### config.mk
export PLATFORM = sky130hd
export DESIGN_NAME = sinc3_decim
export DESIGN_NICKNAME = d
export VERILOG_FILES = /design/src/rtl/sinc3_pkg.sv /design/src/rtl/sinc3_tick_gen.sv /design/src/rtl/sinc3_rate_ctr.sv /design/src/rtl/sinc3_integ.sv /design/src/rtl/sinc3_comb.sv /design/src/rtl/sinc3_decim.sv
export SDC_FILE = /design/constraint.sdc
export NUM_CORES = 1
export LEC_CHECK = 0
export BUFFER_PORTS_ARGS = -buffer_cell sky130_fd_sc_hd__clkbuf_2
export CAP_MARGIN = 10
export CORE_MARGIN = 5
export CORE_UTILIZATION = 55
export DETAILED_ROUTE_END_ITERATION = 8
export PLACE_DENSITY = 0.78
export SYNTH_ARGS = -nofsm -noshare
export SYNTH_HDL_FRONTEND = slang
export SYNTH_SLANG_ARGS = --single-unit
### constraint.sdc
create_clock -name clk -period 14.7 [get_ports clk]
set_clock_uncertainty 0.2 [all_clocks]
set_input_delay 2.94 -clock clk [delete_from_list [all_inputs] [get_ports clk]]
set_output_delay 2.94 -clock clk [all_outputs]
set_load 0.02 [all_outputs]
### src/rtl/sinc3_pkg.sv
package sinc3_pkg;

    localparam int OUT_W = 16;
    localparam int ORDER = 3;

    typedef logic [OUT_W-1:0] word_t;

    typedef struct packed {
        logic  strobe;
        logic  ready;
        word_t word;
    } out_t;

    // accumulator width for a largest ratio exponent
    function automatic int acc_width(input int log_max);
        return ORDER * log_max + 1;
    endfunction

    // clip an already shifted value to the output word
    function automatic word_t clip_word(input logic [63:0] v);
        if (|v[63:OUT_W]) return '1;
        return v[OUT_W-1:0];
    endfunction

endpackage

### src/rtl/sinc3_tick_gen.sv
module sinc3_tick_gen (
    input  logic clk,
    input  logic rst,
    input  logic mclk_en,
    input  logic half_clk,
    output logic tick
);
    logic phase_q;

    always_ff @(posedge clk) begin
        if (rst)          phase_q <= 1'b0;
        else if (mclk_en) phase_q <= half_clk ? ~phase_q : 1'b0;
    end

    assign tick = mclk_en & (~half_clk | phase_q);
endmodule

### src/rtl/sinc3_rate_ctr.sv
module sinc3_rate_ctr #(
    parameter int LOG_MIN = 6,
    parameter int SEL_W   = 3,
    localparam int LOG_MAX = LOG_MIN + 2**SEL_W,
    localparam int LW      = $clog2(LOG_MAX + 1)
) (
    input  logic             clk,
    input  logic             clr,
    input  logic             tick,
    input  logic [SEL_W-1:0] rate_sel,
    input  logic             rate_hi,
    output logic [LW-1:0]    log2r,
    output logic             dec
);
    logic [LOG_MAX-1:0] cnt_q, lim;
    logic               last;

    assign log2r = LW'(LOG_MIN) + LW'(rate_sel) + LW'(rate_hi);
    assign lim   = (LOG_MAX'(1) << log2r) - LOG_MAX'(1);
    assign last  = (cnt_q == lim);
    assign dec   = tick & last & ~clr;

    always_ff @(posedge clk) begin
        if (clr)       cnt_q <= '0;
        else if (tick) cnt_q <= last ? '0 : cnt_q + LOG_MAX'(1);
    end
endmodule

### src/rtl/sinc3_integ.sv
module sinc3_integ #(
    parameter int ACC_W = 43,
    parameter int ORDER = 3
) (
    input  logic             clk,
    input  logic             clr,
    input  logic             tick,
    input  logic             bit_in,
    output logic [ACC_W-1:0] sum_out
);
    for (genvar g = 0; g < ORDER; g++) begin : stg
        logic [ACC_W-1:0] q, sum;
        if (g == 0) begin : g_first
            assign sum = q + ACC_W'(bit_in);
        end else begin : g_rest
            assign sum = q + stg[g-1].sum;
        end
        always_ff @(posedge clk) begin
            if (clr)       q <= '0;
            else if (tick) q <= sum;
        end
    end

    assign sum_out = stg[ORDER-1].sum;
endmodule

### src/rtl/sinc3_comb.sv
module sinc3_comb #(
    parameter int ACC_W = 43,
    parameter int ORDER = 3
) (
    input  logic             clk,
    input  logic             clr,
    input  logic             dec,
    input  logic [ACC_W-1:0] din,
    output logic [ACC_W-1:0] dout
);
    for (genvar g = 0; g < ORDER; g++) begin : stg
        logic [ACC_W-1:0] dly, inp, diff;
        if (g == 0) begin : g_first
            assign inp = din;
        end else begin : g_rest
            assign inp = stg[g-1].diff;
        end
        assign diff = inp - dly;
        always_ff @(posedge clk) begin
            if (clr)      dly <= '0;
            else if (dec) dly <= inp;
        end
    end

    assign dout = stg[ORDER-1].diff;
endmodule

### src/rtl/sinc3_decim.sv
module sinc3_decim
    import sinc3_pkg::*;
#(
    parameter int LOG_MIN = 6,
    parameter int SEL_W   = 3,
    localparam int LOG_MAX = LOG_MIN + 2**SEL_W,
    localparam int LW      = $clog2(LOG_MAX + 1),
    localparam int ACC_W   = acc_width(LOG_MAX)
) (
    input  logic             clk,
    input  logic             rst,
    input  logic             mclk_en,
    input  logic             half_clk,
    input  logic [SEL_W-1:0] rate_sel,
    input  logic             rate_hi,
    input  logic             sync_hold,
    input  logic             bit_in,
    input  logic             word_ack,
    output logic [OUT_W-1:0] word_out,
    output logic             word_strobe,
    output logic             word_ready
);
    logic             clr, tick, dec, valid;
    logic [LW-1:0]    log2r;
    logic [ACC_W-1:0] integ_sum, comb_out;
    logic [7:0]       shamt;
    logic [1:0]       settle_q;
    word_t            scaled;
    out_t             out_q;

    assign clr = rst | sync_hold;

    sinc3_tick_gen u_tick (
        .clk(clk), .rst(rst), .mclk_en(mclk_en), .half_clk(half_clk), .tick(tick)
    );

    sinc3_rate_ctr #(.LOG_MIN(LOG_MIN), .SEL_W(SEL_W)) u_rate (
        .clk(clk), .clr(clr), .tick(tick), .rate_sel(rate_sel),
        .rate_hi(rate_hi), .log2r(log2r), .dec(dec)
    );

    sinc3_integ #(.ACC_W(ACC_W), .ORDER(ORDER)) u_integ (
        .clk(clk), .clr(clr), .tick(tick), .bit_in(bit_in), .sum_out(integ_sum)
    );

    sinc3_comb #(.ACC_W(ACC_W), .ORDER(ORDER)) u_comb (
        .clk(clk), .clr(clr), .dec(dec), .din(integ_sum), .dout(comb_out)
    );

    // drop the low bits that exceed the output width at this ratio
    assign shamt  = 8'(ORDER * int'(log2r)) - 8'(OUT_W);
    assign scaled = clip_word(64'(comb_out) >> shamt);

    // words before the third decimation do not span a full window
    assign valid = dec & settle_q[1];

    always_ff @(posedge clk) begin
        if (clr)                       settle_q <= '0;
        else if (dec && !settle_q[1])  settle_q <= settle_q + 2'd1;
    end

    always_ff @(posedge clk) begin
        if (rst) begin
            out_q <= '0;
        end else begin
            out_q.strobe <= valid;
            if (valid)         out_q.word  <= scaled;
            if (valid)         out_q.ready <= 1'b1;
            else if (word_ack) out_q.ready <= 1'b0;
        end
    end

    assign word_out    = out_q.word;
    assign word_strobe = out_q.strobe;
    assign word_ready  = out_q.ready;
endmodule

### Word-level counts from Yosys, hierarchy flattened

Index checks and enable logic that the tools add are counted.

| operators by class | value |
|---|---|
| shifts and indexed selects | 2 |
| equal/unequal tests | 1 |
| add/subtract/negate cells | 12 |
| multiply operators | 1 |
| bitwise gates (word level) | 9 |
| reduce and logical (&&, ||, !) cells | 4 |
| multiplexer cells | 7 |

Operators by type and width:

| operator | number |
|---|---|
| $sub A43 B43 Y43 | 3 |
| $add A43 B43 Y43 | 2 |
| $shr A43 B8 Y64 | 1 |
| $reduce_or A48 Y1 | 1 |
| $add A43 B1 Y43 | 1 |
| $mux W16 | 2 |
| $add A14 B1 Y14 const B | 1 |
| $eq A14 B14 Y1 | 1 |
| $mux W14 | 1 |
| $shl A1 B4 Y14 const A | 1 |
| $sub A14 B2 Y14 const B | 1 |
| $sub A6 B5 Y7 const B | 1 |
| $mul A2 B4 Y6 const A | 1 |
| $add A3 B3 Y4 const A | 1 |
| $add A4 B1 Y4 | 1 |
| $and A1 B1 Y1 | 4 |
| $mux W1 | 4 |
| $not A1 Y1 | 3 |
| $add A2 B1 Y2 const B | 1 |
| $or A1 B1 Y1 | 2 |
| $reduce_bool A2 Y1 | 1 |
| $logic_and A1 B1 Y1 | 1 |
| $logic_not A1 Y1 | 1 |

| word-level totals | value |
|---|---|
| output and inout bits | 18 |
| word-level logic and storage cells | 48 |
| bits in registers | 293 |

### Longest topological paths before layout

Gate-level depths: netlist (run 1).

| logic depth | value |
|---|---|
| depth after elaboration | 10 |
| depth in mapped cells | 69 |
| gate-level depth less buffers | 67 |

### Cells and area by module

From an unflattened synthesis (run 1), not the netlist that was laid out.

| unflattened totals | value |
|---|---|
| cells, all modules | 3389 |
| area, all modules | 26828.2 sq um |

Modules (own cells, without submodules):

| module | cells an instance | area an instance (sq um) | times used |
|---|---|---|---|
| sinc3_comb | 1479 | 11501.0 | 1 |
| sinc3_integ | 1244 | 10103.4 | 1 |
| sinc3_decim | 500 | 3900.0 | 1 |
| sinc3_rate_ctr | 160 | 1273.7 | 1 |
| sinc3_tick_gen | 6 | 50.0 | 1 |

### Worst setup path before layout (run 1)

OpenSTA, ideal clock, no wires.

| path | value |
|---|---|
| kind | input to register |
| start | input bit_in |
| end | register out_q, in the netlist word_out[10] |
| stages | 65 |
| slack | -0.761 ns |
| data required time | 14.412 ns |
| data arrival time | 15.173 ns |
| buffers on the path | 1 |
| library setup time | 0.088 ns |
| cell sequence | ha_1 -> ha_1 -> nand3_1 -> nor2_1 -> and3_1 -> and3_1 -> nand3_1 -> xnor2_1 -> ha_1 -> a21o_1 -> a21o_1 -> a21oi_1 -> nand2_1 -> a211oi_1 -> nor2_1 -> a21o_1 -> a21oi_1 -> xnor2_1 -> [29 not listed] -> xnor2_1 -> ha_1 -> a21o_1 -> a21o_1 -> a21o_1 -> a21o_1 -> a221o_1 -> a2111oi_2 -> nor2_1 -> xor2_1 -> xor3_2 -> o41ai_1 -> o31ai_1 -> a41oi_2 -> or3_1 -> buf_6 -> nand2_4 -> a311oi_2 |

| between the ends | value |
|---|---|
| cells in the longest elaborated chain, start to end | 10 |

Ends and longest elaborated chain:

| what | RTL line | text |
|---|---|---|
| from (decl) | sinc3_decim.sv:17 | `input logic bit_in,` |
| $add A43 B1 Y43 * | sinc3_integ.sv:14 | `assign sum = q + ACC_W'(bit_in);` |
| net u_integ.stg[0].sum[12] | sinc3_integ.sv:12 | `logic [ACC_W-1:0] q, sum;` |
| $add A43 B43 Y43 * | sinc3_integ.sv:16 | `assign sum = q + stg[g-1].sum;` |
| net u_integ.stg[1].sum[17] | sinc3_integ.sv:12 |  |
| $add A43 B43 Y43 * | sinc3_integ.sv:16 |  |
| net integ_sum[23] | sinc3_decim.sv:25 | `logic [ACC_W-1:0] integ_sum, comb_out;` |
| $sub A43 B43 Y43 * | sinc3_comb.sv:18 | `assign diff = inp - dly;` |
| net u_comb.stg[0].diff[27] | sinc3_comb.sv:12 | `logic [ACC_W-1:0] dly, inp, diff;` |
| $sub A43 B43 Y43 * | sinc3_comb.sv:18 |  |
| net u_comb.stg[1].diff[35] | sinc3_comb.sv:12 |  |
| $sub A43 B43 Y43 * | sinc3_comb.sv:18 |  |
| $shr A43 B8 Y64 * | sinc3_decim.sv:52 | `assign scaled = clip_word(64'(comb_out) >> shamt);` |
| $reduce_or A48 Y1 | sinc3_pkg.sv:21 | `if (\|v[63:OUT_W]) return '1;` |
| $mux W1 | sinc3_pkg.sv:21 |  |
| $mux W16 * | sinc3_pkg.sv:22 | `return v[OUT_W-1:0];` |
| to (decl) | sinc3_decim.sv:29 | `out_t out_q;` |

Mark *: on every way through the listed nets, which the timed path passes. The rest lies on a longest branch.
A chain may end at the register's enable or synchronous reset.

### Final worst setup path (run 1)

| path | value |
|---|---|
| start | input bit_in |
| end | register out_q, in the netlist word_out[12] |

Same word-level chain as after synthesis.

==> metrics.md, run 1 <==
| Metric | Value |
|---|---|
| Cell row count | 79 |
| Final number of hold-violating endpoints | 0 |
| Final core utilization | 0.6941 |
| WP buf/inv | 6 |
| Post-layout min period | 14.86 ns |
| Largest net degree at the start of global routing | 96 |
| Total GRT Usage | 0.2668 |
| CTS tree | built |
| Pre-CTS setup slack | -1.006 ns |
| Net Sw Frac | 0.4167 |
| Global-route wire length before repair | 119200 um |
| Hold slack | 0.2495 ns |
| Comb power frac | 0.639 |
| Least-Margin Pin Slew | 1.033 ns |
| Tcrit/Tclk final | 1.011 |
| Post-DP Area | 0.03029 mm2 |
| Ant. Diodes | 0 |
| Clock Power Share | 0.191 |
| Post-synthesis xor/xnor area fraction | 0.09842 |
| Setup violations, final | 15 |
| Maximum VDD drop | 0.1166 mV |
| Syn Area/Cell | 7.233 um2 |
| Cell area after layout | 0.03238 mm2 |
| Area growth syn-to-layout | 24.74% |
| IO Port Bufs | 28 |
| Core area | 0.04665 mm2 |
| Filler cells | 3722 |
| Fin. max-slew vios | 0 |
| Die X | 227.3 um |
| Cell mode on critical path | a21o_1 |
| HPWL after detailed placement | 51670 um |
| Req. time, crit path | 14.91 ns |
| Starting density of the core | 0.5564 |
| Crit Path Category | in -> reg |
| Ys flop type | dfxtp_1 |
| Wirelength, routed | 72940 um |
| Die height | 227.3 um |
| ANT nets after route | 0 |
| Final GP Congestion | 0.9821 |
| Rel. slew slack | 0.3113 |
| Synth Area in Compound Gates | 0.2547 |
| I/O pin total | 29 |
| Violated checks | setup timing |
| Final #Nets | 4291 |
| Crit path launch type | input pin |
| Post-Synth Simple-Gate Area | 0.2249 |
| Synth Warn # | 0 |
| P_int | 0.002743 W |
| Worst Path Max Fanout | 5 |
| Grt total ovfl | 0 |
| Pleak | 13.94 nW |
| Clock-pin slew on the worst setup and hold paths | 0.05 ns |
| Post-synthesis cell count | 3589 |
| Synth async-reset ratio | 0 |
| Synth Register Bits | 293 |
| CTS sink count | 293 |
| Max Clk Rate | 67.31 MHz |
| Worst EP arrival | 15.07 ns |
| Syn Nets | 3831 |
| Via density | 5.761 |
| Family with the most delay on the worst path | compound AO/OA/AOI/OAI gates |
| Sequential share of power | 0.170 |
| Max-cap violation count | 0 |
| Status | finished with violations |
| Clock tree root buffer cell | clkbuf_16 |
| Vias in the first global route | 25391 |
| Mapped Area | 0.02596 mm2 |
| Pwr per Cell Area | 145.2 mW/mm2 |
| Initial DRC count | 1913 |
| Total CTS buffers | 37 |
| Distinct cells, synth | 111 |
| Hold Crit Class | reg -> reg |
| Post-Synth Adder-Cell Area | 0.1131 |
| Deepest clock path buffer count | 3 |
| Die ar. | 0.05164 mm2 |
| Mux share of post-synthesis cell area | 0.02598 |
| Drt drc | 0 |
| Detailed Routing Iterations Pass 1 | 6 |
| Seq/Total Area, Yosys | 0.2260 |
| CP Capture Type | flop |
| Worst setup margin | -0.1565 ns |
| Largest family of logic cells by synthesized area | compound AO/OA/AOI/OAI gates |
| Vias post-DR | 26960 |
| Total net switching power | 0.001959 W |
| Htree depth | 2 |
| CP max stage delay | 0.49 ns |
| EDFF count, synth | 0 |
| Worst-skew pair later-pin latency | 0.56 ns |
| Share of cells above drive strength 1 | 0.2055 |
| Antenna violations before repair | 0 |
| WL/cell | 15.58 um |
| RSZ-0062 raised after global routing | true |
| CP max stage cell | o41a_1 |
## synthesized netlist by cell type (9+ instances only)
library cell | count | share of area
a311oi_1 | 9 | 0.0030
nand4_1 | 41 | 0.0099
o211ai_1 | 19 | 0.0055
or3_1 | 34 | 0.0082
nor2_1 | 310 | 0.045
o31ai_1 | 16 | 0.0046
clkbuf_1 | 135 | 0.020
nor4_1 | 12 | 0.0029
a31oi_1 | 26 | 0.0063
dfxtp_1 | 293 | 0.23
o21a_1 | 37 | 0.011
mux2i_1 | 40 | 0.015
nand3_1 | 78 | 0.015
inv_1 | 219 | 0.032
nor2b_1 | 24 | 0.0058
xor2_1 | 118 | 0.040
a2111oi_0 | 11 | 0.0037
nand2_1 | 589 | 0.085
and3_1 | 41 | 0.0099
a221oi_1 | 9 | 0.0030
xnor2_1 | 169 | 0.057
nor3_1 | 60 | 0.012
o31a_1 | 14 | 0.0047
a21boi_0 | 13 | 0.0038
a21oi_1 | 412 | 0.079
a211oi_1 | 43 | 0.012
or2_2 | 14 | 0.0034
mux2_2 | 14 | 0.0061
buf_1 | 18 | 0.0026
o21bai_1 | 31 | 0.0090
and2_1 | 16 | 0.0039
nand2b_1 | 25 | 0.0060
a21o_1 | 109 | 0.032
o21ai_0 | 163 | 0.031
ha_1 | 225 | 0.11
o22ai_1 | 14 | 0.0034
## registers in the layout, summed over array words and instances, names as in the netlist
signal,cells
u_comb.stg.dly,129
u_integ.stg.q,129
word_out,16
u_rate.cnt_q,14
settle_q,2
u_tick.phase_q,1
word_ready,1
word_strobe,1
## through the flow
step | power [W] | instances | setup TNS (ns)
floorplan | 0.002570 | 3589 | 0
finish | 0.004702 | 4680 | -0.9530
global route | 0.004996 | 4680 | -9.428
CTS | 0.004577 | 4655 | -0.01166
global placement | 0.003554 | 4578 | -11.78
detailed placement | 0.003578 | 4578 | -15.42
## logic make-up (layout without fill, tap and decap cells)
group                    after synthesis  count (layout)
AO/OA/AOI/OAI                       1037            1037
adder cells (fa/ha/maj)              231             231
AND/OR/NAND/NOR                     1296            1296
multiplexers                          59              59
flip-flops                           293             293
buffers and inverters                384             867
XOR/XNOR                             289             290
## repair_timing
action / 4_1_cts / 5_1_grt
hold buffers: 0 / 0
setup endpoints to repair: 16 / 16
gates cloned: 1 / 0
setup buffers: 13 / 26
pin swaps: 42 / 127
gates resized for setup: 42 / 83
## final timing paths
check / startpoint / end / slack [ns] / cells after the start
setup reg to reg: u_integ.stg[0].q[0]$_SDFFE_PP0P_ / word_out[12]$_SDFFE_PP0P_ / 1.93 / 62
hold reg to reg: u_comb.stg[1].dly[17]$_SDFFE_PP0P_ / u_comb.stg[1].dly[17]$_SDFFE_PP0P_ / 0.25 / 2
hold / removal: u_comb.stg[1].dly[17]$_SDFFE_PP0P_ / u_comb.stg[1].dly[17]$_SDFFE_PP0P_ / 0.25 / 2
setup / recovery: bit_in / word_out[12]$_SDFFE_PP0P_ / -0.16 / 63
## worst min-delay path, cell delays in order, from the launching register on
cell     delay (ns)
dfxtp_1        0.30
nand2_1        0.05
a21oi_1        0.05
## metal layers
layer,part of all wire,global-route usage,routed length [um]
met1,0.44,0.3395,32130
met2,0.48,0.4681,34930
met3,0.044,0.03121,3199
met4,0.037,0.09471,2678
met5,0,0,0
## area by class of cell
cell class,instances,area (um2),share of cell area
well taps,607,759.5,0.02345
clock inverters,7,71.32,0.002202
repair buffers,583,4344,0.1342
flip-flops and latches,293,5866,0.1811
multi-input cells,2913,19390,0.5989
clock buffers,56,1119,0.03454
inverters,221,829.5,0.02562
## cells in the final DEF, fill, tap and decap left out, drive strengths merged, types with 16 or more instances in the layout
cell,instances
a211oi,50
a21o,109
a21oi,413
a31oi,26
and2,17
and3,43
buf,556
clkbuf,83
dfxtp,293
ha,225
inv,221
mux2i,41
nand2,590
nand2b,25
nand3,80
nand4,42
nor2,311
nor2b,24
nor3,65
o211ai,23
o21a,38
o21ai,173
o21bai,31
o31ai,16
or3,35
xnor2,169
xor2,119
## power groups by stage
stage                     Combinational, W  Sequential, W  Clock (W)
after floorplan                    0.00176       0.000814          0
after global placement             0.00274       0.000814          0
after detailed placement           0.00276       0.000814          0
after CTS                          0.00286       0.000797   0.000919
after global routing               0.00325       0.000797   0.000950
final                              0.00301       0.000797   0.000899
Power figures use the tool's default switching activity.
==> run 2: changes to the inputs <==
--- a/config.mk
+++ b/config.mk
@@ -5,11 +5,13 @@
 export SDC_FILE = /design/constraint.sdc
 export NUM_CORES = 1
 export LEC_CHECK = 0
+export ABC_AREA = 1
 export BUFFER_PORTS_ARGS = -buffer_cell sky130_fd_sc_hd__clkbuf_2
 export CAP_MARGIN = 10
 export CORE_MARGIN = 5
 export CORE_UTILIZATION = 55
 export DETAILED_ROUTE_END_ITERATION = 8
+export GPL_ROUTABILITY_DRIVEN = 0
 export PLACE_DENSITY = 0.78
 export SYNTH_ARGS = -nofsm -noshare
 export SYNTH_HDL_FRONTEND = slang
==> run 2 against run 1 <==
- the run now ends clean
- hold slack better by 0.017 ns
- final cell count down 2.2%
- utilization down 10 points
- setup slack better by 1.2 ns
- sequential cell count unchanged
- cell area down 15%
- critical path type unchanged
- highest routed layer unchanged
==> metrics.md, run 2 <==
| Metric | Value |
|---|---|
| Area growth syn-to-layout | 7.464% |
| Die ar. | 0.05092 mm2 (-1.4%) |
| Worst EP arrival | 13.89 ns (-1.18 ns) |
| Area contributors post-synth | dfxtp_1, nand2_1, ha_1 |
| Status | finished, final reports clean |
| EDFF count, synth | 0 (unchanged) |
| CP max stage cell | ha_2 |
| Die X | 225.7 um (-0.70%) |
| Min-delay src | u_comb.stg[2].dly[0]$_SDFFE_PP0P_ |
| Ys flop type | dfxtp_1 |
| Hold Path Depth | 2 (unchanged) |
| Launch point of the worst reg-to-reg path | u_integ.stg[0].q[0]$_SDFFE_PP0P_ |
| Final number of hold-violating endpoints | 0 (unchanged) |
| Pleak | 13.17 nW (-5.6%) |
| Via density | 5.440 (-5.6%) |
| Rel. slew slack | 0.2543 (-0.05692) |
| HPWL after detailed placement | 47330 um (-8.4%) |
| Top cells by count, synth | nand2_1, inv_1, nor2_1 |
| Metal2 WL | 28970 um (-17%) |
| Deepest clock path buffer count | 3 (unchanged) |
| Post-synthesis cell count | 3978 (+11%) |
| Ant. Diodes | 0 (unchanged) |
| Crit Path Category | in -> reg |
| Initial DRC count | 1718 (-10%) |
| CP Capture Type | flop |
| CP max stage delay | 0.41 ns (-0.08 ns) |
| CTS tree | built |
| Worst-skew pair later-pin latency | 0.54 ns (-0.02 ns) |
| Starting density of the core | 0.5530 (-0.003440) |
| Die height | 225.7 um (-0.70%) |
| Cell row count | 79 (unchanged) |
| Drt drc | 0 (unchanged) |
| Most frequent cell after synthesis | nand2_1 |
| Final #Nets | 4186 (-2.4%) |
| Global-route wire length before repair | 105700 um (-11%) |
| Share of cells above drive strength 1 | 0.06500 (-0.1405) |
| Maximum VDD drop | 0.1281 mV (+9.9%) |
| Filler cells | 4445 (+19%) |
| R2R Path End | word_out[5]$_SDFFE_PP0P_ |
| Max Clk Rate | 73.23 MHz (+8.8%) |
| Top sig layer | met4 |
| Area share of the largest cell type after synthesis | 0.2293 (+0.003349) |
| Htree depth | 2 (unchanged) |
| I/O pin total | 29 (unchanged) |
| Total power draw | 0.005822 W (+24%) |
| Crit path launch type | input pin |
| Vias in the first global route | 23107 (-9.0%) |
| Post-layout min period | 13.65 ns (-1.202 ns) |
| Mapped Area | 0.02558 mm2 (-1.5%) |
| Total GRT Usage | 0.2394 (-0.02739) |
| Core area | 0.04626 mm2 (-0.85%) |
| Most frequent cells in the layout | nand2_1, inv_1, nor2_1, o21ai_0, a21oi_1 |
| R2R depth | 68 (+9.7%) |
| Final core utilization | 0.5942 (-0.09982) |
| Grt total ovfl | 0 (unchanged) |
| Worst R2R Setup Slack | 3.19 ns (+1.26 ns) |
| Tcrit/Tclk final | 0.9289 (-0.08174) |
| ANT nets after route | 0 (unchanged) |
| Pwr per Cell Area | 211.8 mW/mm2 (+46%) |
| Clock-pin slew on the worst setup and hold paths | 0.06 ns (about the same) |
| Cell taking the most area after synthesis | dfxtp_1 |
| Most common cell after layout, fill and taps aside | nand2_1 |
| Detailed Routing Iterations Pass 1 | 6 (unchanged) |
| Wirelength, routed | 62780 um (-14%) |
| Worst Path Max Fanout | 8 (+3) |
| Largest net degree at the start of global routing | 105 (+9.4%) |
| Seq/Total Area, Yosys | 0.2293 (+0.003349) |
| Fin. max-slew vios | 0 (unchanged) |
| Syn Area/Cell | 6.430 um2 (-11%) |
| Req. time, crit path | 14.94 ns (+0.03 ns) |
| Max-cap violation count | 0 (unchanged) |
| Hold Crit Class | reg -> reg |
| End of the worst hold path | u_comb.stg[2].dly[0]$_SDFFE_PP0P_ |
| Synth Register Bits | 293 (unchanged) |
| Synth async-reset ratio | 0 (unchanged) |
| IO Port Bufs | 28 (unchanged) |
| Total CTS buffers | 35 (-5.4%) |
| Met1 WL | 28810 um (-10%) |
| Distinct cells, synth | 71 (-36%) |
| Hold slack | 0.2669 ns (+0.01738 ns) |
| Met3 wire length | 2370 um (-26%) |
| Vias post-DR | 24892 (-7.7%) |
| Clock tree root buffer cell | clkbuf_16 |
| Antenna violations before repair | 0 (unchanged) |
| CTS sink count | 293 (unchanged) |
| Least-Margin Pin Slew | 1.112 ns (+0.07851 ns) |
| Synth Warn # | 0 (unchanged) |
| WL/cell | 13.72 um (-12%) |
| Cell mode on critical path | nand2_1 |
| Setup violations, final | 0 (-15) |
| Syn Nets | 4220 (+10%) |
-- run 2: changes by cell type in the layout (fill, tap and decap cells not counted), sizes merged, moves of 101 or more --
| cell | change |
|---|---|
| buf | -534 |
| inv | +392 |
| o21ai | +195 |
| nand2 | +187 |
| nand3 | +181 |
| xnor2 | -116 |
| nor2 | +101 |
-- run 2: layout make-up --
class,count,area (um2),share of cell area
Sequential cell,293,5866,0.2134
Clock inverter,8,101.3,0.003687
Clock buffer,54,1057,0.03846
Tap cell,607,759.5,0.02763
Timing Repair Buffer,50,305.3,0.01111
Inverter,616,2315,0.08421
Multi-Input combinational cell,2948,17090,0.6215
-- run 2: stage by stage --
step	instances	setup WS [ns]	TNS [ns]	cell area, um2
after floorplan	3978	2.033	0	25580
after global placement	4511	-0.09400	-1.200	26150
after detailed placement	4511	-0.2379	-3.271	26150
after CTS	4573	0.2819	0	27300
after global routing	4576	-0.05065	-0.3032	27490
final	4576	1.045	0	27490
-- run 2: how the worst max path moves through the flow --
stage          startpoint                   endpoint  slack, ns
4_1_cts            bit_in   word_out[4]$_SDFFE_PP0P_       0.28
6_report           bit_in   word_out[5]$_SDFFE_PP0P_       1.05
5_1_grt            bit_in   word_out[5]$_SDFFE_PP0P_      -0.05
2_1_floorplan      bit_in  word_out[10]$_SDFFE_PP0P_       2.03
3_5_place_dp       bit_in   word_out[4]$_SDFFE_PP0P_      -0.24
3_3_place_gp       bit_in   word_out[4]$_SDFFE_PP0P_      -0.09
-- run 2: repair_timing --
| action | CTS | global route |
|---|---|---|
| hold buffers | 0 | 0 |
| setup endpoints to repair | 0 | 16 |
| hold endpoints to repair | 0 | 0 |
| resized for setup | 0 | 54 |
| buffers inserted | 0 | 2 |
-- run 2: metal layers --
metal | vias to the layer above | GRT usage
li1 | 13076 | -
met1 | 11084 | 0.3079
met2 | 580 | 0.4135
met3 | 152 | 0.02574
met4 | 0 | 0.09254
met5 | - | 0
-- run 2: cells by family (layout without fill, tap and decap cells) --
kind of cell | count (synthesis) | count (layout) | synth area share
muxes | 6 | 6 | 0.002348
buffers and inverters | 738 | 728 | 0.1102
DFF | 293 | 293 | 0.2293
xor gates and xnor gates | 212 | 212 | 0.07288
AOI/OAI and AO/OA | 941 | 941 | 0.2052
adders and majority gates | 231 | 231 | 0.1148
and+or+nand+nor | 1557 | 1558 | 0.2654
-- run 2: power breakdown --
| part | leakage [nW] | switching, W | internal [W] |
|---|---|---|---|
| sequential | 2.37 | 0.00000980 | 0.000808 |
| clock | 0.561 | 0.000348 | 0.000530 |
| combinational | 10.2 | 0.00272 | 0.00141 |
-- run 2: critical path, delay by kind of cell --
family | cells | cell delay, ns
AND/OR/NAND/NOR | 31 | 3.78
buffers and inverters | 7 | 0.65
XOR/XNOR | 5 | 0.97
adder cells (fa/ha/maj) | 7 | 2.23
AO/OA/AOI/OAI | 19 | 3.31
==> run 3: changes to the inputs <==
--- a/config.mk
+++ b/config.mk
@@ -9,10 +9,10 @@
 export BUFFER_PORTS_ARGS = -buffer_cell sky130_fd_sc_hd__clkbuf_2
 export CAP_MARGIN = 10
 export CORE_MARGIN = 5
-export CORE_UTILIZATION = 55
+export CORE_UTILIZATION = 45
 export DETAILED_ROUTE_END_ITERATION = 8
 export GPL_ROUTABILITY_DRIVEN = 0
-export PLACE_DENSITY = 0.78
+export PLACE_DENSITY = 0.66
 export SYNTH_ARGS = -nofsm -noshare
 export SYNTH_HDL_FRONTEND = slang
 export SYNTH_SLANG_ARGS = --single-unit
==> run 3 against run 2 <==
- final cell count up 4.3%
- sequential power about the same
- count of clock-buffer cells in the layout fell by 2
- die area up 21%
- critical path depth is 1 lower
- cell area up 2.3%
- non-clock buffer count rose by 46
- sequential share of layout area shrank 0.48 points
- first-iteration DRC count fell by 23%
- global-route usage decreased by 3.5 points
- via count fell by 1.5%
- critical endpoint is now word_out[15]$_SDFFE_PP0P_
- largest power group unchanged
==> metrics.md, run 3 (synthesis gave the netlist of run 2 again) <==
| Metric | Value |
|---|---|
| Largest net degree at the start of global routing | 94 (-10%) |
| Worst Path Max Fanout | 16 (+8) |
| Hold Path Depth | 2 (unchanged) |
| Die ar. | 0.06171 mm2 (+21%) |
| Starting density of the core | 0.4536 (-0.09931) |
| Vias post-DR | 24522 (-1.5%) |
| Req. time, crit path | 14.95 ns (about the same) |
| Setup TNS | 0 ns (unchanged) |
| RSZ-0062 raised after global routing | false |
| Worst setup margin | 1.141 ns (+0.09601 ns) |
| Dpl cells | 4707 (+4.3%) |
| Cell row count | 87 (+10%) |
| Pre-CTS setup slack | -0.07958 ns (+0.1583 ns) |
| Global-route wire length before repair | 110200 um (+4.2%) |
| WL/cell | 13.68 um (-0.31%) |
| Most common cell after layout, fill and taps aside | nand2_1 |
| CTS tree | built |
| Critical Path Stages | 68 (-1.4%) |
| Non-filler cells, final | 4773 (+4.3%) |
| Status | finished, final reports clean |
| Clock-pin slew on the worst setup and hold paths | 0.06 ns (about the same) |
| Cts hold-fix bufs | 0 (unchanged) |
| R2R Path End | word_out[15]$_SDFFE_PP0P_ |
| ANT nets after route | 0 (unchanged) |
| Ant. Diodes | 0 (unchanged) |
| Rel. slew slack | 0.3070 (+0.05266) |
| Maximum VDD drop | 0.1128 mV (-12%) |
| HPWL after detailed placement | 50060 um (+5.8%) |
| Worst-skew pair later-pin latency | 0.57 ns (+0.03 ns) |
| Hold slack | 0.2688 ns (+0.001846 ns) |
| Antenna violations before repair | 0 (unchanged) |
| Deepest clock path buffer count | 3 (unchanged) |
| Wirelength, routed | 65280 um (+4.0%) |
| Detailed Routing Iterations Pass 1 | 6 (unchanged) |
| Htree depth | 2 (unchanged) |
| Final #Nets | 4234 (+1.1%) |
| CTS sink count | 293 (unchanged) |
| Core area | 0.05639 mm2 (+22%) |
| Vias in the first global route | 23018 (-0.39%) |
| Die X | 248.4 um (+10%) |
| Family with the most delay on the worst path | simple AND/OR/NAND/NOR gates |
| Max Clk Rate | 73.75 MHz (+0.71%) |
| Via density | 5.138 (-5.6%) |
| Final number of hold-violating endpoints | 0 (unchanged) |
| Crit path launch type | input pin |
| Max-cap violation count | 0 (unchanged) |
| Worst EP arrival | 13.81 ns (-0.08 ns) |
| Share of cells above drive strength 1 | 0.07244 (+0.007438) |
| Hold Crit Class | reg -> reg |
| Drt drc | 0 (unchanged) |
| Area growth syn-to-layout | 9.964% |
| Clock tree root buffer cell | clkbuf_16 |
| Post-layout min period | 13.56 ns (-0.09601 ns) |
| Fin. max-slew vios | 0 (unchanged) |
| Setup violations, final | 0 (unchanged) |
| CP max stage cell | o21ai_0 |
| CP endpoint | word_out[15]$_SDFFE_PP0P_ |
| Total CTS buffers | 38 (+8.6%) |
| Pwr per Cell Area | 217.2 mW/mm2 (+2.5%) |
| CP Capture Type | flop |
| WP buf/inv | 7 (unchanged) |
| Initial DRC count | 1319 (-23%) |
| Least-Margin Pin Slew | 1.036 ns (-0.07595 ns) |
| Grt total ovfl | 0 (unchanged) |
| Cell mode on critical path | nand2_1 |
| Pleak | 13.46 nW (+2.3%) |
| Crit path from | bit_in |
| Worst R2R Setup Slack | 3.27 ns (+0.08 ns) |
| CP max stage delay | 0.36 ns (-0.05 ns) |
| Launch point of the worst reg-to-reg path | u_integ.stg[0].q[0]$_SDFFE_PP0P_ |
| R2R depth | 67 (-1.5%) |
| Min-delay src | u_comb.stg[0].dly[0]$_SDFFE_PP0P_ |
| Die height | 248.4 um (+10%) |
| Crit Path Category | in -> reg |
| Total GRT Usage | 0.2040 (-0.03533) |
| IO Port Bufs | 28 (unchanged) |
| Tcrit/Tclk final | 0.9224 (-0.006531) |
| I/O pin total | 29 (unchanged) |
| Most frequent cells in the layout | nand2_1, inv_1, nor2_1, o21ai_0, a21oi_1 |
## run 3: per-layer routing
layer	vias to the layer above	wire [um]	GRT usage
met4	0	2390	0.07520
met2	427	29670	0.3477
met1	10772	31100	0.2677
met5	-	0	0
li1	13184	-	-
met3	139	2122	0.02215
## run 3: timing repair
item / in CTS / in global routing
endpoints found under the setup margin: 0 / 16
buffers inserted: 0 / 1
gates resized for setup: 0 / 27
## run 3: how the worst min path moves through the flow
stage	slack [ns]	end
final	0.27	u_comb.stg[0].dly[0]$_SDFFE_PP0P_
after global routing	0.29	u_comb.stg[1].dly[0]$_SDFFE_PP0P_
after CTS	0.27	u_comb.stg[0].dly[0]$_SDFFE_PP0P_
after detailed placement	0.26	u_comb.stg[2].dly[0]$_SDFFE_PP0P_
after global placement	0.25	u_comb.stg[0].dly[0]$_SDFFE_PP0P_
after floorplan	0.23	u_comb.stg[0].dly[0]$_SDFFE_PP0P_
## run 3: worst register-to-register path: cells and delay by family, from the launching register on
family,cells,cell delay [ns]
AND/OR/NAND/NOR,31,3.77
AO/OA/AOI/OAI,18,3.54
adder cells (fa/ha/maj),7,2.07
XOR/XNOR,5,0.86
buffers and inverters,6,0.60
flip-flops,1,0.32
## run 3: stage by stage
| stage | total power (W) | instance area [um2] | util |
|---|---|---|---|
| 2_1_floorplan | 0.004002 | 25580 | - |
| 3_3_place_gp | 0.005050 | 26710 | 0.4737 |
| 3_5_place_dp | 0.005063 | 26710 | 0.4737 |
| 4_1_cts | 0.006085 | 28040 | 0.4972 |
| 5_1_grt | 0.006746 | 28130 | 0.4988 |
| 6_report | 0.006109 | 28130 | 0.4988 |
## run 3: area by class of cell
| cell class | instances | area, um2 |
|---|---|---|
| multi-input cells | 2947 | 17000 |
| well taps | 756 | 945.9 |
| inverters | 616 | 2315 |
| clock inverters | 13 | 231.5 |
| repair buffers | 96 | 675.6 |
| clock buffers | 52 | 1094 |
| flip-flops and latches | 293 | 5866 |
| fillers | 5864 | 28260 |
## run 3: power breakdown
group	total [W]	leakage (nW)	internal, W	switching (W)
clock	0.000992	0.639	0.000610	0.000381
sequential	0.000818	2.37	0.000808	0.00000976
combinational	0.00430	10.5	0.00154	0.00276
total	0.00611	13.5	0.00296	0.00315
